==> config.mk <==
export PLATFORM = sky130hd
export DESIGN_NAME = i2c_page_slave
export DESIGN_NICKNAME = d
export VERILOG_FILES = /design/src/rtl/i2c_pw_pkg.sv /design/src/rtl/i2c_pw_line_sync.sv /design/src/rtl/i2c_pw_page_ptr.sv /design/src/rtl/i2c_page_slave.sv
export SDC_FILE = /design/constraint.sdc
export NUM_CORES = 1
export LEC_CHECK = 0
export BUFFER_PORTS_ARGS = -buffer_cell sky130_fd_sc_hd__clkbuf_2
export CORE_ASPECT_RATIO = 0.5
export CORE_MARGIN = 3
export CORE_UTILIZATION = 52
export DETAILED_ROUTE_END_ITERATION = 16
export GPL_ROUTABILITY_DRIVEN = 0
export HOLD_SLACK_MARGIN = 0.12
export PLACE_DENSITY = 0.79
export SETUP_SLACK_MARGIN = 0.3
export SLEW_MARGIN = 40
export SYNTH_ARGS = -nofsm -noshare
export SYNTH_HDL_FRONTEND = slang
export SYNTH_SLANG_ARGS = --single-unit
export TNS_END_PERCENT = 50
==> constraint.sdc <==
create_clock -name clk -period 2.11 [get_ports clk]
set_clock_uncertainty 0.15 [all_clocks]
set_input_delay 0 -clock clk [delete_from_list [all_inputs] [get_ports clk]]
set_output_delay 0 -clock clk [all_outputs]
set_load 0.01 [all_outputs]
==> src/rtl/i2c_pw_pkg.sv <==
package i2c_pw_pkg;

    // Controller states
    typedef enum logic [2:0] {
        ST_IDLE,
        ST_RX_BITS,
        ST_RX_DECIDE,
        ST_ACK,
        ST_TX_BITS,
        ST_TX_ACK,
        ST_IGNORE
    } slv_state_e;

    // Meaning of the byte currently being received
    typedef enum logic [1:0] {
        K_DEV,
        K_REG,
        K_DATA
    } byte_kind_e;

    localparam int BYTE_W = 8;

endpackage

==> src/rtl/i2c_pw_line_sync.sv <==
module i2c_pw_line_sync #(
    parameter int STAGES = 2
) (
    input  logic clk,
    input  logic rst_n,
    input  logic scl_in,
    input  logic sda_in,
    output logic scl_lvl,
    output logic sda_lvl,
    output logic scl_rise,
    output logic scl_fall,
    output logic start_det,
    output logic stop_det
);

    localparam int NLINES = 2;

    logic [NLINES-1:0] raw;
    logic [NLINES-1:0] synced;
    logic [NLINES-1:0] prev;

    assign raw = {sda_in, scl_in};

    // One synchroniser chain per bus line; idle bus level is high
    for (genvar g = 0; g < NLINES; g++) begin : g_line
        logic [STAGES-1:0] pipe;
        always_ff @(posedge clk or negedge rst_n) begin
            if (!rst_n) begin
                pipe    <= '1;
                prev[g] <= 1'b1;
            end else begin
                pipe    <= {pipe[STAGES-2:0], raw[g]};
                prev[g] <= pipe[STAGES-1];
            end
        end
        assign synced[g] = pipe[STAGES-1];
    end

    assign scl_lvl   = synced[0];
    assign sda_lvl   = synced[1];
    assign scl_rise  = synced[0] & ~prev[0];
    assign scl_fall  = ~synced[0] & prev[0];
    assign start_det = synced[0] & prev[0] & prev[1] & ~synced[1];
    assign stop_det  = synced[0] & prev[0] & ~prev[1] & synced[1];

endmodule

==> src/rtl/i2c_pw_page_ptr.sv <==
module i2c_pw_page_ptr #(
    parameter int ADDR_W = 8,
    parameter int PAGE_W = 4
) (
    input  logic              clk,
    input  logic              rst_n,
    input  logic              load,
    input  logic [ADDR_W-1:0] load_val,
    input  logic              step,
    output logic [ADDR_W-1:0] ptr
);

    logic [ADDR_W-1:0] ptr_next;

    // Advance only the in-page offset; a page as wide as the space wraps it all
    if (PAGE_W >= ADDR_W) begin : g_flat
        assign ptr_next = ptr + 1'b1;
    end else begin : g_paged
        logic [PAGE_W-1:0] offs_next;
        assign offs_next = ptr[PAGE_W-1:0] + 1'b1;
        assign ptr_next  = {ptr[ADDR_W-1:PAGE_W], offs_next};
    end

    always_ff @(posedge clk or negedge rst_n) begin
        if (!rst_n) begin
            ptr <= '0;
        end else if (load) begin
            ptr <= load_val;
        end else if (step) begin
            ptr <= ptr_next;
        end
    end

endmodule

==> src/rtl/i2c_page_slave.sv <==
module i2c_page_slave
    import i2c_pw_pkg::*;
#(
    parameter logic [6:0] DEV_ADDR    = 7'h50,
    parameter int         PAGE_W      = 4,
    parameter int         SYNC_STAGES = 2
) (
    input  logic       clk,
    input  logic       rst_n,
    input  logic       scl_i,
    input  logic       sda_i,
    output logic       sda_oe,
    output logic       mem_we,
    output logic [7:0] mem_addr,
    output logic [7:0] mem_wdata,
    input  logic [7:0] mem_rdata
);

    localparam int ADDR_W = BYTE_W;
    localparam int CNT_W  = $clog2(BYTE_W);
    localparam logic [CNT_W-1:0] LAST_BIT = CNT_W'(BYTE_W - 1);

    logic scl_lvl, sda_lvl, scl_rise, scl_fall, start_det, stop_det;

    i2c_pw_line_sync #(.STAGES(SYNC_STAGES)) u_sync (
        .clk      (clk),
        .rst_n    (rst_n),
        .scl_in   (scl_i),
        .sda_in   (sda_i),
        .scl_lvl  (scl_lvl),
        .sda_lvl  (sda_lvl),
        .scl_rise (scl_rise),
        .scl_fall (scl_fall),
        .start_det(start_det),
        .stop_det (stop_det)
    );

    slv_state_e        state_q, state_d;
    byte_kind_e        kind_q, kind_d;
    logic [CNT_W-1:0]  cnt_q, cnt_d;
    logic [BYTE_W-1:0] rx_q, rx_d;
    logic [BYTE_W-1:0] tx_q, tx_d;
    logic              oe_q, oe_d;
    logic              rd_q, rd_d;
    logic              mack_q, mack_d;
    logic              ptr_load, ptr_step, wr_stb;
    logic [ADDR_W-1:0] ptr;

    i2c_pw_page_ptr #(.ADDR_W(ADDR_W), .PAGE_W(PAGE_W)) u_ptr (
        .clk     (clk),
        .rst_n   (rst_n),
        .load    (ptr_load),
        .load_val(rx_q),
        .step    (ptr_step),
        .ptr     (ptr)
    );

    // State register process
    always_ff @(posedge clk or negedge rst_n) begin
        if (!rst_n) begin
            state_q <= ST_IDLE;
            kind_q  <= K_DEV;
            cnt_q   <= '0;
            rx_q    <= '0;
            tx_q    <= '0;
            oe_q    <= 1'b0;
            rd_q    <= 1'b0;
            mack_q  <= 1'b1;
        end else begin
            state_q <= state_d;
            kind_q  <= kind_d;
            cnt_q   <= cnt_d;
            rx_q    <= rx_d;
            tx_q    <= tx_d;
            oe_q    <= oe_d;
            rd_q    <= rd_d;
            mack_q  <= mack_d;
        end
    end

    // Next-state and control process
    always_comb begin
        state_d  = state_q;
        kind_d   = kind_q;
        cnt_d    = cnt_q;
        rx_d     = rx_q;
        tx_d     = tx_q;
        oe_d     = oe_q;
        rd_d     = rd_q;
        mack_d   = mack_q;
        ptr_load = 1'b0;
        ptr_step = 1'b0;
        wr_stb   = 1'b0;

        if (stop_det) begin
            state_d = ST_IDLE;
            oe_d    = 1'b0;
        end else if (start_det) begin
            state_d = ST_RX_BITS;
            kind_d  = K_DEV;
            cnt_d   = '0;
            oe_d    = 1'b0;
            rd_d    = 1'b0;
        end else begin
            unique case (state_q)
                ST_IDLE, ST_IGNORE: begin
                    oe_d = 1'b0;
                end
                ST_RX_BITS: begin
                    if (scl_rise) begin
                        rx_d  = {rx_q[BYTE_W-2:0], sda_lvl};
                        cnt_d = cnt_q + 1'b1;
                        if (cnt_q == LAST_BIT) begin
                            state_d = ST_RX_DECIDE;
                        end
                    end
                end
                ST_RX_DECIDE: begin
                    if (scl_fall) begin
                        unique case (kind_q)
                            K_DEV: begin
                                if (rx_q[BYTE_W-1:1] == DEV_ADDR) begin
                                    oe_d    = 1'b1;
                                    rd_d    = rx_q[0];
                                    kind_d  = K_REG;
                                    state_d = ST_ACK;
                                end else begin
                                    state_d = ST_IGNORE;
                                end
                            end
                            K_REG: begin
                                oe_d     = 1'b1;
                                ptr_load = 1'b1;
                                kind_d   = K_DATA;
                                state_d  = ST_ACK;
                            end
                            K_DATA: begin
                                oe_d     = 1'b1;
                                wr_stb   = 1'b1;
                                ptr_step = 1'b1;
                                state_d  = ST_ACK;
                            end
                            default: state_d = ST_IGNORE;
                        endcase
                    end
                end
                ST_ACK: begin
                    if (scl_fall) begin
                        cnt_d = '0;
                        if (rd_q) begin
                            tx_d    = mem_rdata;
                            oe_d    = ~mem_rdata[BYTE_W-1];
                            state_d = ST_TX_BITS;
                        end else begin
                            oe_d    = 1'b0;
                            state_d = ST_RX_BITS;
                        end
                    end
                end
                ST_TX_BITS: begin
                    if (scl_fall) begin
                        if (cnt_q == LAST_BIT) begin
                            oe_d     = 1'b0;
                            ptr_step = 1'b1;
                            cnt_d    = '0;
                            state_d  = ST_TX_ACK;
                        end else begin
                            cnt_d = cnt_q + 1'b1;
                            tx_d  = {tx_q[BYTE_W-2:0], 1'b0};
                            oe_d  = ~tx_q[BYTE_W-2];
                        end
                    end
                end
                ST_TX_ACK: begin
                    if (scl_rise) begin
                        mack_d = sda_lvl;
                    end
                    if (scl_fall) begin
                        if (!mack_q) begin
                            tx_d    = mem_rdata;
                            oe_d    = ~mem_rdata[BYTE_W-1];
                            state_d = ST_TX_BITS;
                        end else begin
                            state_d = ST_IGNORE;
                        end
                    end
                end
                default: begin
                    state_d = ST_IDLE;
                    oe_d    = 1'b0;
                end
            endcase
        end
    end

    // Output process
    always_comb begin
        sda_oe    = oe_q;
        mem_we    = wr_stb;
        mem_addr  = ptr;
        mem_wdata = rx_q;
    end

endmodule

==> summary.txt <==
Post-synthesis sequential area ratio -> 0.453
Filler cells -> 227
Drt total wl -> 6.17 mm
Mean routed wirelength per cell -> 18.9 microns
Post-Syn Nets -> 212
Chip width -> 98.6 microns
Placement Setup Slack -> 0.107 ns
Slew headroom -> 0.706
Post-Syn Instances -> 193
Post-synth ARST share -> 1.00
Worst slew pin tran -> 0.440 ns
Most frequent cell after synthesis -> dfrtp_1
Static leakage -> 1.41 nW
CP Max Fanout -> 5
Met3 wire len -> 360 microns
Fin crit period -> 2.02 ns
Starting Density -> 0.556
Reg2Reg Depth -> 7
Share of layout cells above drive strength 1 -> 0.509
Largest net degree at the start of global routing -> 30
First-pass GRT wire length -> 8.62 mm
Outcome -> completed
Avg Cell Area, Syn -> 11.5 sq um
Dominant synthesized flop cell -> dfrtp_1
Post-DP HPWL -> 3.30 mm
Endpoints failing hold -> 0
DR top layer -> met4
Vias in the first global route -> 1,738
Htree depth -> 2
Clk_lat worst skew -> 0.30 ns
Reg-to-reg startpoint -> cnt_q[0]
Critical path origin -> cnt_q[0]
Root Driver -> clkbuf_8
Critical Path End Type -> flip-flop
Antenna fix cells -> 0
Final core occ -> 0.781
Net count, final -> 291
DR vias -> 1,875
Clock Sinks -> 40
DR vias/cell -> 5.73
FF+latch count, synth -> 40
DRT Pass-1 Iters -> 5
Setup WS post-layout -> 0.0868 ns
Area of the core -> 0.00400 sq mm
Worst min-delay path class -> primary input to async pin
Startpoint Class -> flip-flop
Maximum vdd drop -> 0.639 mV
PwrDens -> 1070 mW/mm^2
Worst path required time -> 2.18 ns
Final Hold Slack -> 0.134 ns
Total of max-cap violations -> 0
Most frequent cells after synthesis -> dfrtp_1, nor2_1, a21oi_1, mux2_2, nand2_1
Die area -> 0.00515 sq mm
Cts bufs inserted -> 5
EDFF count, synth -> 0
Area contributors post-synth -> dfrtp_1, dfstp_2, mux2_2, mux2i_1, ha_1
Wire length on met1 -> 2.68 mm
Reg2Reg Setup Slack -> 0.09 ns
Antenna violations before repair -> 0
Die height -> 52.3 microns
Critical Path AT -> 2.09 ns
Area growth syn-to-layout -> 40.3%
RSZ-0062 raised after global routing -> true
Final setup vio count -> 0
Starting DRT DRC Count -> 113
YS warnings -> 0
Top-area cell type share of the netlist area -> 0.371
Clk pin slew, worst setup/hold paths -> 0.08 ns
Worst setup endpoint -> state_q[0]
Post-route clock period utilization -> 0.959
Post-route setup TNS -> 0 ns
I/O Pins -> 30
TritonCTS clock tree -> done
Clock Tree Buf Depth -> 2
Post-synthesis cell type count -> 58
Max-slew violations -> 0
Gr usage total -> 0.217
Max Clock Freq -> 494 MHz
Critical path class -> flip-flop to flip-flop
Cell taking the most area after synthesis -> dfrtp_1
ANT nets after route -> 0
# rows -> 16
Cell area after synthesis -> 0.00223 sq mm
Residual DRC -> 0
Overflow after GRT -> 0
Reg-to-reg critical path endpoint -> state_q[0]
Port bufs -> 29
Met2 wire len -> 3.01 mm
==> cells in the final DEF (no fill, tap or decap), types with 3 or more instances in the layout <==
cell	Yosys	layout
nand2b_4	1	3
nand2_1	11	10
dfstp_2	7	7
dfrtp_1	33	31
clkbuf_2	0	29
buf_4	2	29
nor2_1	17	10
buf_6	2	6
ha_1	7	4
o21ai_0	6	5
nand3b_1	3	3
mux2i_1	10	10
a21oi_1	13	9
nor2_4	0	7
nand2b_1	7	5
a21oi_2	4	7
mux2_2	11	11
clkbuf_8	0	5
dlygate4sd3_1	0	13
inv_1	5	4
==> registers in the layout, indices dropped and copies added, names as in the netlist <==
signal,count
tx_q,7
sda_oe,1
u_sync.g_line.pipe,4
rd_q,1
u_ptr.ptr,8
kind_q,2
state_q,3
u_sync.prev,2
cnt_q,3
mem_wdata,8
mack_q,1
==> cells by family after synthesis <==
| group | share of synthesized area |
|---|---|
| fa+ha+maj | 0.0393 |
| simple gates | 0.189 |
| mux | 0.119 |
| buf+inv | 0.0320 |
| compound gates | 0.155 |
| flops | 0.453 |
| xor+xnor | 0.0118 |
==> metal layers <==
| layer | global-route usage | vias up |
|---|---|---|
| li1 | - | 849 |
| met1 | 0.296 | 919 |
| met2 | 0.343 | 92 |
| met3 | 0.0465 | 15 |
| met4 | 0.0794 | 0 |
| met5 | 0 | - |
==> final cells by class <==
| cell class | count | area, sq um | share of cell area |
|---|---|---|---|
| Multi-Input combinational cell | 141 | 1300 | 0.417 |
| Clock inverter | 3 | 47.5 | 0.0152 |
| Timing Repair Buffer | 79 | 608 | 0.195 |
| Inverter | 5 | 18.8 | 0.00600 |
| Tap cell | 54 | 67.6 | 0.0216 |
| Sequential cell | 40 | 1010 | 0.324 |
| Clock buffer | 5 | 68.8 | 0.0220 |
==> where the power goes <==
part / internal (mW) / switching, mW / leakage (nW)
Combinational: 0.799 / 0.677 / 0.867
Sequential: 0.970 / 0.259 / 0.487
Clock: 0.356 / 0.290 / 0.0583
Total: 2.13 / 1.23 / 1.41
==> stage by stage <==
step	power, mW	std cells	cell area, sq um
final	3.35	327	3130
after global routing	3.52	327	3130
after CTS	3.16	318	2970
after detailed placement	2.20	277	2470
after global placement	2.14	277	2470
after floorplan	1.90	193	2240
==> worst max-delay path: stages (launching register included) <==
cell and delay, ns:
dfrtp_1 0.40, ha_2 0.21, ha_4 0.19, and2b_1 0.20
a221oi_4 0.32, a31oi_4 0.10, or2_0 0.25, a21oi_1 0.14
==> how the worst min path moves through the flow <==
| stage | startpoint | to |
|---|---|---|
| 6_report | rst_n | tx_q[0] |
| 5_1_grt | rst_n | tx_q[4] |
| 4_1_cts | rst_n | tx_q[4] |
| 3_5_place_dp | rst_n | cnt_q[1] |
| 3_3_place_gp | rst_n | cnt_q[1] |
| 2_1_floorplan | rst_n | cnt_q[0] |
==> timing repair <==
action / 4_1_cts / 5_1_grt
endpoints found under the hold margin: 46 / 0
setup buffers: 19 / 9
setup endpoints to repair: 27 / 33
pin swaps: 7 / 7
gates resized for setup: 22 / 23
hold buffers: 13 / 0
gates cloned: 1 / 0
No activity file was read; power rests on OpenSTA's default activity.
